$ cat config.mk
export PLATFORM = sky130hd
export DESIGN_NAME = secure_cfg_ctl
export DESIGN_NICKNAME = d
export VERILOG_FILES = /design/src/rtl/sec_cfg_pkg.sv /design/src/rtl/seccfg_seq.sv /design/src/rtl/seccfg_store.sv /design/src/rtl/seccfg_txmux.sv /design/src/rtl/secure_cfg_ctl.sv
export SDC_FILE = /design/constraint.sdc
export NUM_CORES = 1
export LEC_CHECK = 0
export BUFFER_PORTS_ARGS = -buffer_cell sky130_fd_sc_hd__buf_2
export CORE_ASPECT_RATIO = 1.75
export CORE_MARGIN = 2
export CORE_UTILIZATION = 50
export DETAILED_ROUTE_END_ITERATION = 16
export MAX_ROUTING_LAYER = met4
export PLACE_DENSITY = 0.85
export SLEW_MARGIN = 40
export SYNTH_ARGS = -nofsm -noshare
export SYNTH_HDL_FRONTEND = slang
export SYNTH_SLANG_ARGS = --single-unit
$ cat constraint.sdc
create_clock -name clk -period 2.4 [get_ports clk]
set_clock_uncertainty 0.1 [all_clocks]
set_input_delay 0.48 -clock clk [delete_from_list [all_inputs] [get_ports clk]]
set_output_delay 0.48 -clock clk [all_outputs]
set_load 0.01 [all_outputs]
$ cat src/rtl/sec_cfg_pkg.sv
package sec_cfg_pkg;

   localparam int BYTE_W = 8;

   typedef enum logic [3:0] {
      ST_IDLE,
      ST_CTRL,
      ST_ADDR,
      ST_PAD,
      ST_OPC,
      ST_SEND_A,
      ST_SEND_B,
      ST_SKIP,
      ST_ARMED
   } seq_st_t;

endpackage

$ cat src/rtl/seccfg_seq.sv
module seccfg_seq
   import sec_cfg_pkg::*;
#(
   parameter logic [6:0] DEV_ADDR   = 7'h50,
   parameter bit         ACK_LOCKED = 1'b1
) (
   input  logic              clk,
   input  logic              rst_n,
   input  logic              bus_start,
   input  logic              bus_stop,
   input  logic              rx_valid,
   input  logic [BYTE_W-1:0] rx_data,
   input  logic              tx_done,
   input  logic              tx_mack,
   input  logic              locked,
   output seq_st_t           state,
   output logic              ack_valid,
   output logic              ack,
   output logic              cap_start,
   output logic              cap_count,
   output logic              commit
);

   seq_st_t state_q, state_d;
   logic    ack_d;
   logic    prog_ack;

   // a program command seen while locked may be acknowledged or refused
   generate
      if (ACK_LOCKED) begin : g_ack_always
         assign prog_ack = 1'b1;
      end else begin : g_ack_unlocked
         assign prog_ack = ~locked;
      end
   endgenerate

   always_comb begin
      state_d   = state_q;
      ack_d     = 1'b0;
      cap_start = 1'b0;
      cap_count = 1'b0;
      commit    = 1'b0;
      if (bus_stop) begin
         // only an armed command commits, and only while unlocked
         commit  = (state_q == ST_ARMED) && !locked;
         state_d = ST_IDLE;
      end else if (bus_start) begin
         state_d = ST_CTRL;
      end else if (rx_valid) begin
         unique case (state_q)
            ST_IDLE: state_d = ST_IDLE;
            ST_CTRL: begin

               if (rx_data[7:1] == DEV_ADDR && !rx_data[0]) begin
                  ack_d   = 1'b1;
                  state_d = ST_ADDR;
               end else begin
                  state_d = ST_SKIP;
               end
            end
            ST_ADDR: begin

               if (rx_data[7]) begin
                  ack_d     = 1'b1;
                  cap_start = 1'b1;
                  state_d   = ST_PAD;
               end else begin
                  state_d = ST_SKIP;
               end
            end
            ST_PAD: begin

               ack_d   = 1'b1;
               state_d = ST_OPC;
            end
            ST_OPC: begin
               if (!rx_data[7]) begin
                  state_d = ST_SKIP;
               end else if (rx_data[6]) begin
                  ack_d   = 1'b1;
                  state_d = ST_SEND_A;
               end else begin
                  ack_d     = prog_ack;
                  cap_count = 1'b1;
                  state_d   = ST_ARMED;
               end
            end
            default: state_d = ST_SKIP;
         endcase
      end else if (tx_done) begin
         if (state_q == ST_SEND_A) begin
            state_d = tx_mack ? ST_SEND_B : ST_SKIP;
         end else if (state_q == ST_SEND_B) begin
            state_d = ST_SKIP;
         end
      end
   end

   always_ff @(posedge clk) begin
      if (!rst_n) begin
         state_q   <= ST_IDLE;
         ack_valid <= 1'b0;
         ack       <= 1'b0;
      end else begin
         state_q   <= state_d;
         ack_valid <= rx_valid && !bus_start && !bus_stop;
         ack       <= ack_d;
      end
   end

   assign state = state_q;

endmodule

$ cat src/rtl/seccfg_store.sv
module seccfg_store #(
   parameter int BLK_W     = 4,
   parameter int DEF_START = 15,
   parameter int DEF_COUNT = 0
) (
   input  logic             clk,
   input  logic             rst_n,
   input  logic             cap_start,
   input  logic             cap_count,
   input  logic [BLK_W-1:0] start_field,
   input  logic [BLK_W-1:0] count_field,
   input  logic             commit,
   output logic [BLK_W-1:0] prot_start,
   output logic [BLK_W-1:0] prot_count,
   output logic             locked
);

   localparam logic [BLK_W-1:0] RST_START = BLK_W'(DEF_START);
   localparam logic [BLK_W-1:0] RST_COUNT = BLK_W'(DEF_COUNT);

   logic [BLK_W-1:0] pend_start, pend_count;
   logic [BLK_W-1:0] start_q, count_q;

   always_ff @(posedge clk) begin
      if (!rst_n) begin
         pend_start <= RST_START;
         pend_count <= RST_COUNT;
      end else begin
         if (cap_start) pend_start <= start_field;
         if (cap_count) pend_count <= count_field;
      end
   end


   always_ff @(posedge clk) begin
      if (!rst_n) begin
         start_q <= RST_START;
         count_q <= RST_COUNT;
      end else if (commit) begin
         start_q <= pend_start;
         count_q <= pend_count;
      end
   end

   assign prot_start = start_q;
   assign prot_count = count_q;
   assign locked     = |count_q;

endmodule

$ cat src/rtl/seccfg_txmux.sv
module seccfg_txmux
   import sec_cfg_pkg::*;
#(
   parameter int BLK_W = 4
) (
   input  seq_st_t           state,
   input  logic [BLK_W-1:0]  prot_start,
   input  logic [BLK_W-1:0]  prot_count,
   output logic              tx_valid,
   output logic [BYTE_W-1:0] tx_data
);

   localparam int PAD_W = BYTE_W - BLK_W;

   logic [BLK_W-1:0] field;


   assign tx_valid = (state == ST_SEND_A) || (state == ST_SEND_B);
   assign field    = (state == ST_SEND_B) ? prot_count : prot_start;
   assign tx_data  = {{PAD_W{1'b1}}, field};

endmodule

$ cat src/rtl/secure_cfg_ctl.sv
module secure_cfg_ctl
   import sec_cfg_pkg::*;
#(
   parameter int         BLK_W      = 4,
   parameter logic [6:0] DEV_ADDR   = 7'h50,
   parameter int         DEF_START  = (1 << BLK_W) - 1,
   parameter int         DEF_COUNT  = 0,
   parameter bit         ACK_LOCKED = 1'b1
) (
   input  logic             clk,
   input  logic             rst_n,
   input  logic             bus_start,
   input  logic             bus_stop,
   input  logic             rx_valid,
   input  logic [7:0]       rx_data,
   input  logic             tx_done,
   input  logic             tx_mack,
   output logic             ack_valid,
   output logic             ack,
   output logic             tx_valid,
   output logic [7:0]       tx_data,
   output logic [BLK_W-1:0] prot_start,
   output logic [BLK_W-1:0] prot_count,
   output logic             cfg_locked
);

   generate
      if (BLK_W < 1 || BLK_W > 4) begin : g_bad_width
         $error("secure_cfg_ctl: BLK_W must lie in 1..4");
      end
      if (DEF_START < 0 || DEF_START >= (1 << BLK_W)) begin : g_bad_start
         $error("secure_cfg_ctl: DEF_START out of range");
      end
      if (DEF_COUNT < 0 || DEF_COUNT >= (1 << BLK_W)) begin : g_bad_count
         $error("secure_cfg_ctl: DEF_COUNT out of range");
      end
   endgenerate

   seq_st_t state;
   logic    cap_start, cap_count, commit;

   seccfg_seq #(
      .DEV_ADDR   (DEV_ADDR),
      .ACK_LOCKED (ACK_LOCKED)
   ) u_seq (
      .clk       (clk),
      .rst_n     (rst_n),
      .bus_start (bus_start),
      .bus_stop  (bus_stop),
      .rx_valid  (rx_valid),
      .rx_data   (rx_data),
      .tx_done   (tx_done),
      .tx_mack   (tx_mack),
      .locked    (cfg_locked),
      .state     (state),
      .ack_valid (ack_valid),
      .ack       (ack),
      .cap_start (cap_start),
      .cap_count (cap_count),
      .commit    (commit)
   );

   seccfg_store #(
      .BLK_W     (BLK_W),
      .DEF_START (DEF_START),
      .DEF_COUNT (DEF_COUNT)
   ) u_store (
      .clk         (clk),
      .rst_n       (rst_n),
      .cap_start   (cap_start),
      .cap_count   (cap_count),
      .start_field (rx_data[BLK_W:1]),
      .count_field (rx_data[BLK_W-1:0]),
      .commit      (commit),
      .prot_start  (prot_start),
      .prot_count  (prot_count),
      .locked      (cfg_locked)
   );

   seccfg_txmux #(
      .BLK_W (BLK_W)
   ) u_tx (
      .state      (state),
      .prot_start (prot_start),
      .prot_count (prot_count),
      .tx_valid   (tx_valid),
      .tx_data    (tx_data)
   );

endmodule

==> impl_metrics.tcl, run 1 <==
set metrics [dict create \
    core_mm2 0.00212 \
    clock-sinks 22 \
    initialDrtViolationCount 41 \
    maxCapViolations 0 \
    power_frac_seq_pct 62.2 \
    grt_pass1_vias 993 \
    switchingPower_w 0.000148 \
    pin_count 35 \
    critPathKind "reg2out" \
    synth_area_mm2 0.00114 \
    synth_cell_types 39 \
    power_frac_comb_pct 9.8 \
    num_rows 22 \
    drv_slew 0 \
    path_cells "nand2b_1 > nor2_2 > mux2_2 > buf_2" \
    cp_max_fo 14 \
    cp_slowest_cell "dfxtp_1" \
    internal_power_w 0.000453 \
    p_leak_nw 0.556 \
    synthTopCellsByCount "22 x dfxtp_1, 12 x mux2i_1, 12 x nand2_1, 11 x nor2b_1, 7 x a21oi_1" \
    ctsRootBufferMaster "clkbuf_4" \
    min_period_ns 2.30 \
    clockPowerShare_pct 28.0 \
    worst_ep_required_time_ns 1.82 \
    synth_top_cell_by_area "dfxtp_1" \
    critPathCapture "tx_data[3]" \
    clock.fmax_ghz 0.435 \
    reg2regPathDepth 4 \
    placedCellCount 171 \
    syn_inst 123 \
    die_y_um 67.1 \
    synth_ff_type "dfxtp_1" \
    nets 167 \
    start_util_pct 53.7 \
    yosys_warnings 0 \
    cp-startpoint "u_seq.state[0]" \
    dieArea_mm2 0.00269 \
    reg2reg_setup_slack_ns 0.46 \
    power.density_mw_per_mm2 460 \
    reg2reg_from "u_seq.state[0]" \
    cp-start-kind "flip-flop" \
    critPathTopFamily "flip-flops" \
    antenna_cells 0 \
    hold_buffers 0 \
    numCtsBuffers 3 \
    grt_overflow 0 \
    vias_per_cell 5.94 \
    grt.total_usage_pct 22.7 \
    rsz0062_at_grt "false" \
    swShare_pct 24.7 \
    insertion_delay_ns 0.31 \
    fin_cells 174 \
    period_share_pct 95.8 \
    syn2layout_area_growth_pct 14.7 \
    path_buf_inv 1 \
    htree_levels 1 \
    r2r_end "u_store.prot_start[0]" \
    grt_max_degree 19 \
    yosysMostFrequentCell "dfxtp_1" \
    ir_worst_vdd_mv 0.332 \
    grt_pass1_wl_mm 4.14 \
    status "finished clean" \
    synth_edf_count 0 \
    setup_violations 0 \
    clockBufferDepth 2 \
    hold_path.class "in2reg" \
    dp_hpwl_mm 2.06 \
    max_stage_delay_ns 0.46 \
    cp.arrival_ns 1.72 \
    first_pass_iters 5 \
    wire_per_inst_um 15.1 \
    antenna_found_initial 0 \
    drive_gt1_share_pct 31.3 \
    cts_tree "built" \
    clk_pin_slew_worst_paths_ns 0.12 \
    yosysSeqAreaShare_pct 38.7 \
    yosys-top-cells-area "dfxtp_1 39%, mux2i_1 11%, nor2b_1 6.0%" \
    fp.dieW_um 40.1 \
    avgSynthCellArea_um2 9.26 \
    setup_tns_ns 0 \
    io_buffers 30 \
    final_core_util_pct 61.6 \
    setup.worst_path.end_class "primary output" \
    drc 0 \
    place.gp.congestion 0.878 \
    drt_wl_total_mm 2.62 \
    num_vias 1033 \
    fillCellCount 163 \
    synth_seq_cells 22 \
    cp.depth 4 \
    synth_top_cell_area_share_pct 38.7 \
    post_dp_cell_area_mm2 0.00128 \
    ant_nets 0 \
    final_area_mm2 0.00131 \
    async_reset_ff_share_pct 0 \
    final_hold_viol_count 0 \
]
## flip-flops by register name (all words and copies together) (netlist names)
register,flops
u_seq.ack,1
u_seq.ack_valid,1
u_seq.state,4
u_store.pend_count,4
u_store.pend_start,4
u_store.prot_count,4
u_store.prot_start,4
## through the flow
step           power, W  setup slack, ns  hold slack (ns)
2_1_floorplan  0.000420            0.547            0.344
3_3_place_gp   0.000438            0.427            0.356
3_5_place_dp   0.000439            0.360            0.362
4_1_cts        0.000595           0.0159            0.313
5_1_grt        0.000613          0.00473            0.341
6_report       0.000601            0.101            0.302
## worst min-delay path, delay by kind of cell
| kind | cells | cell delay, ns |
|---|---|---|
| and+or+nand+nor | 1 | 0.06 |
| muxes | 1 | 0.06 |
| buffers and inverters | 1 | 0.09 |
## power groups by stage
stage	clock (W)	sequential [W]	combinational, W
floorplan	0	0.000378	0.0000425
global placement	0	0.000381	0.0000567
detailed placement	0	0.000382	0.0000576
CTS	0.000163	0.000373	0.0000577
global route	0.000175	0.000375	0.0000636
finish	0.000168	0.000374	0.0000587
## cell usage in the layout, fill, tap and decap left out, types with 2 or more instances in the layout
cell,instances
dfxtp_2,2
clkbuf_4,3
nor4b_1,2
o32ai_1,2
buf_2,30
conb_1,4
and2_1,2
or2_2,2
nand2b_1,3
mux2_2,4
mux2i_1,12
dfxtp_1,20
nor2_1,4
a21oi_1,7
nor2b_1,11
o31ai_1,2
nand2_1,12
nand3_1,4
inv_1,3
## worst min-delay path by stage
stage | startpoint | to | slack [ns] | cells past startpoint
after CTS | rx_data[4] | u_store.pend_start[3] | 0.31 | 3
final | rx_data[4] | u_store.pend_start[3] | 0.30 | 3
after detailed placement | u_store.pend_start[2] | u_store.prot_start[2] | 0.36 | 2
after floorplan | u_store.pend_start[0] | u_store.pend_start[0] | 0.34 | 2
after global placement | u_store.pend_start[2] | u_store.prot_start[2] | 0.36 | 2
after global routing | rx_data[1] | u_store.pend_start[0] | 0.34 | 3
## area by class of cell
| cell class | count | area [um^2] | share of cell area (%) |
|---|---|---|---|
| inverters | 3 | 11.3 | 0.862 |
| flip-flops and latches | 22 | 443 | 33.9 |
| well taps | 24 | 30.0 | 2.30 |
| clock buffers | 3 | 22.5 | 1.72 |
| repair buffers | 30 | 150 | 11.5 |
| multi-input cells | 92 | 649 | 49.7 |
## cell families after synthesis
family          share of synthesized area [%]
other cells                             0.329
buf+inv                                  5.49
compound gates                           13.5
simple gates                             27.5
mux                                      14.5
flops                                    38.7
## what timing repair did
item,CTS,global route
buffers inserted,0,0
gates resized for setup,0,3
endpoints found under the setup margin,0,4
## per-layer routing
metal | track usage, % | vias up | routed length [um]
met5 | - | - | 0
met4 | 12.9 | 0 | 93
met3 | 2.67 | 14 | 184
met2 | 38.7 | 55 | 1380
met1 | 23.4 | 472 | 963
li1 | - | 492 | -
Power figures use the tool's default switching activity.
==> run 2, diff against run 1 <==
==> constraint.sdc (replaced) <==
create_clock -name clk -period 2.4 [get_ports clk]
set_clock_uncertainty 0.1 [all_clocks]
set_input_delay 0.48 -clock clk [delete_from_list [all_inputs] [get_ports clk]]
set_output_delay 0.48 -clock clk [all_outputs]
set_load 0.05 [all_outputs]
==> run 2 against run 1 <==
Via count decreased by 2.2%. Worst setup slack improved by 0.035 ns. Maximum frequency increased by 1.5%. Die area unchanged. Total power increased by 7.5%. Cell area increased by 1.5%. Hold slack improved by 0.0025 ns. Sequential power about the same. Sequential cell count unchanged. Largest cell class unchanged.
==> impl_metrics.tcl, run 2 (synthesis gave the netlist of run 1 again) <==
set metrics [dict create \
    numCtsBuffers 3 \
    cp_max_fo 9 \
    dp_slack_ns 0.288 \
    hold_path.class "in2reg" \
    reg2reg_setup_slack_ns 0.48 \
    critPathKind "reg2out" \
    grt_pass1_wl_mm 4.33 \
    setup_ws_ns 0.135 \
    rsz0062_at_grt "false" \
    path_cells "inv_1 > nand2_1 > nor2_4 > mux2_2 > buf_2" \
    setup.worst_path.end_class "primary output" \
    setup_violations 0 \
    first_pass_iters 4 \
    worst_pin_slew_ns 0.506 \
    ir_worst_vdd_mv 0.363 \
    clock-sinks 22 \
    grt.total_usage_pct 23.8 \
    grt_overflow 0 \
    wire_per_inst_um 14.8 \
    start_util_pct 53.7 \
    place.gp.congestion 0.876 \
    core_mm2 0.00212 \
    placedCellCount 171 \
    power.density_mw_per_mm2 487 \
    final_common_cell "buf_2" \
    ctsRootBufferMaster "clkbuf_4" \
    slew_headroom_pct 66.2 \
    vias_per_cell 5.77 \
    cp.arrival_ns 1.68 \
    die_y_um 67.1 \
    htree_levels 1 \
    fin_cells 175 \
    dieArea_mm2 0.00269 \
    drv_slew 0 \
    final_hold_viol_count 0 \
    num_vias 1010 \
    fillCellCount 182 \
    period_share_pct 94.4 \
    drc 0 \
    grt_max_degree 19 \
    clock.fmax_ghz 0.442 \
    num_rows 22 \
    p_total_w 0.000646 \
    antenna_cells 0 \
    io_buffers 30 \
    syn2layout_area_growth_pct 16.5 \
    dp_hpwl_mm 2.03 \
    min_period_ns 2.26 \
    maxCapViolations 0 \
    clk_pin_slew_worst_paths_ns 0.12 \
    max_stage_delay_ns 0.41 \
    cp_slowest_cell "dfxtp_1" \
    hold_buffers 0 \
    layout_common_cells "30 x buf_2, 19 x dfxtp_1, 12 x nand2_1, 12 x mux2i_1, 11 x nor2b_1" \
    drt_wl_total_mm 2.59 \
    pin_count 35 \
    worst_ep_required_time_ns 1.82 \
    grt_pass1_vias 963 \
    antenna_found_initial 0 \
    fp.dieW_um 40.1 \
    setup_tns_ns 0 \
    cts_tree "built" \
    post_cts_buffers 0 \
    ant_nets 0 \
    initialDrtViolationCount 32 \
    insertion_delay_ns 0.30 \
    p_leak_nw 0.564 \
    status "finished clean" \
    nets 167 \
    drive_gt1_share_pct 32.5 \
    clockBufferDepth 2 \
    cp-start-kind "flip-flop" \
]
[run 2: cell count changes in the layout (fill, tap and decap cells not counted), sizes merged]
cell	previous run	this run
clkbuf	3	4
[run 2: path summary, 6_finish.rpt]
check / startpoint / end / cells after the start
hold / removal: rx_data[4] / u_store.pend_start[3] / 3
hold reg to reg: u_store.pend_start[1] / u_store.pend_start[1] / 2
setup reg to reg: u_seq.state[3] / u_store.prot_start[0] / 4
setup / recovery: u_seq.state[3] / tx_data[0] / 5
[run 2: metrics by stage]
step,hold slack [ns],instance area [um^2],util [%]
after floorplan,0.344,1150,-
after global placement,0.356,1280,60.3
after detailed placement,0.367,1280,60.3
after CTS,0.306,1320,62.2
after global routing,0.306,1330,62.6
final,0.305,1330,62.6
[run 2: layer usage]
metal  routed length [um]  up-vias  global-route usage (%)  part of all wire (%)
li1                     -      489                       -                     -
met1                 1030      471                    26.2                    40
met2                 1330       40                    39.3                    51
met3                  127       10                    3.33                   4.9
met4                  106        0                    12.5                   4.1
met5                    0        -                       -                     0
[run 2: critical path: cells and delay by family, from the launching register on]
family        cells  cell delay [ns]
buf+inv           2             0.34
flops             1             0.41
mux               1             0.35
simple gates      2             0.29
[run 2: timing repair]
item / 4_1_cts / 5_1_grt
gates resized for setup: 2 / 3
setup endpoints to repair: 4 / 4
hold endpoints to repair: 0 / 0
[run 2: where the power goes]
| part | total, W | switching [W] | internal (W) | leakage, nW |
|---|---|---|---|---|
| clock | 0.000199 | 0.000107 | 0.0000925 | 0.0210 |
| combinational | 0.0000729 | 0.0000466 | 0.0000263 | 0.364 |
| sequential | 0.000374 | 0.00000629 | 0.000368 | 0.179 |
| total | 0.000646 | 0.000160 | 0.000487 | 0.564 |
[run 2: layout make-up]
cell class | count | area [um^2] | area share, %
clock buffer | 4 | 36.3 | 2.74
inverter | 3 | 11.3 | 0.849
multi-input combinational | 92 | 654 | 49.3
sequential | 22 | 444 | 33.5
tap | 24 | 30.0 | 2.26
timing repair buffer | 30 | 150 | 11.3
